`src/rtl/irq_combiner_pkg.sv`:
```
package irq_combiner_pkg;

   localparam int NUM_BANKS = 2;
   localparam int BANK_NORMAL = 0;
   localparam int BANK_FAST = 1;
   localparam int FN_BITS = 2;
   localparam int DECODE_BITS = FN_BITS + 1;

   typedef enum logic [FN_BITS-1:0] {
      FN_MASKED = 2'd0,
      FN_RAW    = 2'd1,
      FN_SET    = 2'd2,
      FN_CLEAR  = 2'd3
   } reg_fn_e;

endpackage

```
`src/rtl/irq_access_decode.sv`:
```
module irq_access_decode
   import irq_combiner_pkg::*;
#(
   parameter int ADDR_W = 4
) (
   input  logic                 valid,
   input  logic                 write,
   input  logic [ADDR_W-1:0]    addr,
   output logic [NUM_BANKS-1:0] set_stb,
   output logic [NUM_BANKS-1:0] clr_stb,
   output logic                 rd_ok,
   output logic                 rd_raw,
   output logic                 rd_bank,
   output logic                 bad
);

   reg_fn_e fn;
   logic    bank;
   logic    in_map;
   logic    fn_is_status;

   assign fn   = reg_fn_e'(addr[FN_BITS-1:0]);
   assign bank = addr[FN_BITS];

   generate
      if (ADDR_W > DECODE_BITS) begin : g_upper
         assign in_map = (addr[ADDR_W-1:DECODE_BITS] == '0);
      end else begin : g_exact
         assign in_map = 1'b1;
      end
   endgenerate

   assign fn_is_status = (fn == FN_MASKED) || (fn == FN_RAW);

   always_comb begin
      set_stb = '0;
      clr_stb = '0;
      if (valid && write && in_map) begin
         set_stb[bank] = (fn == FN_SET);
         clr_stb[bank] = (fn == FN_CLEAR);
      end
   end

   assign rd_ok   = valid && !write && in_map && fn_is_status;
   assign rd_raw  = (fn == FN_RAW);
   assign rd_bank = bank;
   assign bad     = valid && (!in_map || (write == fn_is_status));

endmodule

```
`src/rtl/irq_mask_bank.sv`:
```
module irq_mask_bank #(
   parameter int NSRC    = 32,
   parameter bit REQ_REG = 1'b0
) (
   input  logic            clk,
   input  logic            rst_n,
   input  logic            set_stb,
   input  logic            clr_stb,
   input  logic [NSRC-1:0] wmask,
   input  logic [NSRC-1:0] src,
   output logic [NSRC-1:0] masked,
   output logic            req
);

   logic [NSRC-1:0] enable_q;

   always_ff @(posedge clk) begin
      if (!rst_n) begin
         enable_q <= '0;
      end else if (set_stb) begin
         enable_q <= enable_q | wmask;
      end else if (clr_stb) begin
         enable_q <= enable_q & ~wmask;
      end
   end

   assign masked = src & enable_q;

   generate
      if (REQ_REG) begin : g_req_flop
         logic req_q;
         always_ff @(posedge clk) begin
            if (!rst_n) req_q <= 1'b0;
            else        req_q <= |masked;
         end
         assign req = req_q;
      end else begin : g_req_comb
         assign req = |masked;
      end
   endgenerate

   p_set_r3: assert property (@(posedge clk) disable iff (!rst_n)
      set_stb |=> ((enable_q & $past(wmask)) == $past(wmask)))
      else $error("set write did not raise all enable bits");

   p_clear_r4: assert property (@(posedge clk) disable iff (!rst_n)
      (clr_stb && !set_stb) |=> ((enable_q & $past(wmask)) == '0))
      else $error("clear write left enable bits set");

   p_hold_r8: assert property (@(posedge clk) disable iff (!rst_n)
      (!set_stb && !clr_stb) |=> $stable(enable_q))
      else $error("enable vector changed without a set or clear");

endmodule

```
`src/rtl/irq_combiner.sv`:
```
module irq_combiner
   import irq_combiner_pkg::*;
#(
   parameter int ADDR_W  = 4,
   parameter int DATA_W  = 32,
   parameter int NSRC    = 32,
   parameter bit REQ_REG = 1'b0
) (
   input  logic              clk,
   input  logic              rst_n,
   input  logic              req_valid,
   input  logic              req_write,
   input  logic [ADDR_W-1:0] req_addr,
   input  logic [DATA_W-1:0] req_wdata,
   output logic [DATA_W-1:0] rsp_rdata,
   output logic              rsp_err,
   input  logic [NSRC-1:0]   irq_src,
   input  logic [NSRC-1:0]   fiq_src,
   output logic              irq_req,
   output logic              fiq_req
);

   generate
      if (NSRC < 1 || NSRC > DATA_W) begin : g_bad_nsrc
         $error("NSRC must lie between 1 and DATA_W");
      end
      if (ADDR_W < DECODE_BITS) begin : g_bad_addr
         $error("ADDR_W too small for the register map");
      end
   endgenerate

   logic [NUM_BANKS-1:0] set_stb;
   logic [NUM_BANKS-1:0] clr_stb;
   logic                 rd_ok;
   logic                 rd_raw;
   logic                 rd_bank;
   logic                 bad;
   logic [NSRC-1:0]      wmask;
   logic [NSRC-1:0]      src_v    [NUM_BANKS];
   logic [NSRC-1:0]      masked_v [NUM_BANKS];
   logic [NUM_BANKS-1:0] req_v;
   logic [NSRC-1:0]      rd_sel;

   irq_access_decode #(.ADDR_W(ADDR_W)) u_decode (
      .valid   (req_valid),
      .write   (req_write),
      .addr    (req_addr),
      .set_stb (set_stb),
      .clr_stb (clr_stb),
      .rd_ok   (rd_ok),
      .rd_raw  (rd_raw),
      .rd_bank (rd_bank),
      .bad     (bad)
   );

   assign wmask = req_wdata[NSRC-1:0];
   assign src_v[BANK_NORMAL] = irq_src;
   assign src_v[BANK_FAST]   = fiq_src;

   generate
      for (genvar b = 0; b < NUM_BANKS; b++) begin : g_bank
         irq_mask_bank #(.NSRC(NSRC), .REQ_REG(REQ_REG)) u_bank (
            .clk     (clk),
            .rst_n   (rst_n),
            .set_stb (set_stb[b]),
            .clr_stb (clr_stb[b]),
            .wmask   (wmask),
            .src     (src_v[b]),
            .masked  (masked_v[b]),
            .req     (req_v[b])
         );
      end
   endgenerate

   assign irq_req = req_v[BANK_NORMAL];
   assign fiq_req = req_v[BANK_FAST];

   assign rd_sel = rd_raw ? src_v[rd_bank] : masked_v[rd_bank];

   always_ff @(posedge clk) begin
      if (!rst_n) begin
         rsp_rdata <= '0;
         rsp_err   <= 1'b0;
      end else begin
         rsp_rdata <= rd_ok ? DATA_W'(rd_sel) : '0;
         rsp_err   <= bad;
      end
   end

   p_err_idle_r8: assert property (@(posedge clk) disable iff (!rst_n)
      !req_valid |=> !rsp_err)
      else $error("error flag without an access");

   p_write_zero_r9: assert property (@(posedge clk) disable iff (!rst_n)
      (req_valid && req_write) |=> (rsp_rdata == '0))
      else $error("read data nonzero after a write");

   p_irq_src_r6: assert property (@(posedge clk) disable iff (!rst_n)
      (!REQ_REG && irq_req) |-> (irq_src != '0))
      else $error("normal request with no active source");

   p_fiq_src_r6: assert property (@(posedge clk) disable iff (!rst_n)
      (!REQ_REG && fiq_req) |-> (fiq_src != '0))
      else $error("fast request with no active source");

endmodule

```
`config.mk`:
```
export PLATFORM = sky130hd
export DESIGN_NAME = irq_combiner
export DESIGN_NICKNAME = d
export VERILOG_FILES = /design/src/rtl/irq_combiner_pkg.sv /design/src/rtl/irq_access_decode.sv /design/src/rtl/irq_mask_bank.sv /design/src/rtl/irq_combiner.sv
export SDC_FILE = /design/constraint.sdc
export NUM_CORES = 1
export LEC_CHECK = 0
export BUFFER_PORTS_ARGS = -buffer_cell sky130_fd_sc_hd__buf_4
export CAP_MARGIN = 20
export CORE_MARGIN = 5
export CORE_UTILIZATION = 55
export CTS_CLUSTER_DIAMETER = 200
export DETAILED_ROUTE_END_ITERATION = 10
export GPL_TIMING_DRIVEN = 0
export PLACE_DENSITY = 0.94
export SETUP_SLACK_MARGIN = 0.1
export SYNTH_ARGS = -nofsm -noshare
export SYNTH_HDL_FRONTEND = slang
export SYNTH_SLANG_ARGS = --single-unit
```
`constraint.sdc`:
```
create_clock -name clk -period 3 [get_ports clk]
set_input_delay 0 -clock clk [delete_from_list [all_inputs] [get_ports clk]]
set_output_delay 0 -clock clk [all_outputs]
set_load 0.1 [all_outputs]
```
==> reports/qor.yml <==
status:
  status: "completed"
synth:
  syn-num-nets: 585
  yosys_register_bits: 97
  synth_cell_types: 24
  ys_top_cells_by_area: "dfxtp_1, mux2i_1, o211ai_1, a21oi_2, nand2_1"
  yosysTopAreaCell: "dfxtp_1"
  post-synth-top-area-fraction: 0.427
  yosys_warnings: 0
  syn_inst: 481
  avgSynthCellArea_sq_um: 9.45
  ys_seq_area_frac: 0.427
  syn_area_sq_mm: 0.00455
grt:
  grt_antenna_before_repair: 1
  grt_usage: 0.393
  first_global_vias: 5698
  grt_max_degree: 18
  grt_pass1_wl_microns: 30300
  grt_overflow: 0
die:
  die-area_sq_mm: 0.0102
  num_io_pins: 139
  core_area_sq_mm: 0.00813
  die_x_microns: 101
  start_util: 0.559
  die_y_microns: 101
  core.rowCount: 33
pwr:
  finalPower_mw: 2.57
  cellLeakagePower_nw: 2.95
  ir_drop_mv: 0.268
  powerDensity_mw_per_mm2: 374
cells_and_area:
  multi_input_area_sq_mm: 0.00235
  final_core_util: 0.844
  layout-drive-gt1-share: 0.273
  final-seq-area_sq_mm: 0.00194
  syn2layout_area_growth_pct: 50.9
  nFillCells: 432
  design_area_sq_mm: 0.00686
  final-instance-count-excl-fill: 838
  fin_nets: 831
timing:
  slew_headroom: 0.520
  period_share: 0.722
  setup_slack_ns: 0.834
  fin_skew_ns: 0.00890
  fin_crit_ns: 2.17
  fmax_mhz: 462
  hold_viol: 0
  hold_ws_ns: 0.0102
  timing.final.max_slew_violations: 0
  totalNegativeSetupSlack_ns: 0
  tightest_slew_ns: 0.720
  rsz0062_at_grt: "no"
  setup_viol: 0
clock_tree:
  cts.sinks: 97
  cts_tree: "done"
  path_clk_slew_ns: 0.10
  cts_made_buffers: 9
  htreeDepth: 3
  clk_latency_ns: 0.38
  clockBufferDepth: 2
  root_buffer: "clkbuf_8"
route:
  wl_per_cell_microns: 24.2
  wl_microns: 20200
  viasPerCell: 6.46
  drtPass1Iterations: 6
  ant_nets: 0
  drtIter0Drc: 845
  via_count: 5416
  drc_errors: 0
critical_path:
  required_ns: 3.00
  path_buf_inv: 1
  crit_path_start_kind: "flop"
  slowest_delay_ns: 0.59
  critPathSlowestCell: "or4_1"
  crit_chain: "a22oi_1 -> nand4_1 -> or4_1 -> buf_4"
  cp_top_family: "simple AND/OR/NAND/NOR gates"
  arrival_ns: 2.17
  path_class: "reg -> out"
  cp_max_fo: 3
  end_kind: "output port"
place:
  dpl.hpwl_microns: 12900
  dp_cells: 724
  placed_cell_area_sq_mm: 0.00571
  place_ws_ns: 1.41
  gp_congestion: 0.977
  numPortBuffers: 138
flow_run:
  drv_cap: 0
min_path:
  hold_path.class: "in -> reg"
[tightest hold or removal path: cells and delay by family]
family                 cells  cell delay [ns]
AO/OA/AOI/OAI              2             0.21
buffers and inverters      1             0.13
[per-layer routing]
metal,wire length [microns],vias up,GRT usage
li1,-,2279,-
met1,6550,2476,0.463
met2,9570,509,0.658
met3,2660,152,0.0747
met4,1470,0,0.238
met5,0,-,0
[cell families (layout without fill, tap and decap cells)]
group,after synthesis,count (layout),synth area share
flops,97,97,0.427
simple gates,145,145,0.156
xor+xnor,1,1,0.00193
compound gates,128,128,0.218
other cells,0,1,0
buf+inv,46,297,0.0556
mux,64,64,0.141
[path summary, 6_finish.rpt]
check              startpoint                        to  slack [ns]  depth (start not counted)
hold reg to reg          flop                      flop        0.49                          2
setup reg to reg         flop  rsp_rdata[28]$_SDFF_PN0_        1.55                          3
hold / removal    fiq_src[21]  rsp_rdata[21]$_SDFF_PN0_        0.01                          3
setup / recovery         flop                   fiq_req        0.83                          4
[timing repair]
action / in CTS / in global routing
resized for setup: 0 / 0
buffers inserted: 0 / 0
hold buffers: 96 / 1
endpoints found under the setup margin: 0 / 0
endpoints found under the hold margin: 84 / 1
[synthesized netlist by cell type, drive strengths merged]
| library cell | n |
|---|---|
| clkbuf | 29 |
| and3 | 31 |
| inv | 1 |
| nand4 | 8 |
| dfxtp | 97 |
| mux2i | 64 |
| nand2b | 1 |
| nor2 | 2 |
| nand2 | 65 |
| nand3 | 33 |
| xor2 | 1 |
| nor2b | 1 |
| o211ai | 64 |
| buf | 16 |
| and4b | 1 |
| a21oi | 32 |
| or4 | 3 |
| a22oi | 32 |
[cell type report]
type | instances | share of cell area
timing repair buffer | 235 | 0.292
antenna | 1 | 0.000365
clock inverter | 7 | 0.00747
inverter | 1 | 0.000547
sequential | 97 | 0.283
buffer | 45 | 0.0363
multi-input combinational | 338 | 0.343
clock buffer | 9 | 0.0180
tap | 105 | 0.0191
[power breakdown]
part | internal (mW) | total (mW) | switching [mW]
combinational | 0.199 | 0.442 | 0.243
sequential | 1.30 | 1.30 | 0.00889
clock | 0.308 | 0.819 | 0.511
total | 1.80 | 2.57 | 0.763
[layout by cell type (no fill, tap or decap), types with 2 or more instances in the layout]
master,instances
inv_6,3
nand3_1,33
a21oi_1,2
buf_12,3
clkinv_2,2
a22oi_1,32
buf_2,7
and3_1,31
a21oi_2,30
dfxtp_1,97
dlygate4sd3_1,97
buf_4,142
nor2_1,2
clkbuf_1,29
or4_1,2
clkbuf_8,9
mux2i_1,64
o211ai_1,64
clkinvlp_4,2
nand4_1,8
nand2_1,65
Note: power is estimated with default switching activity, not from simulation.
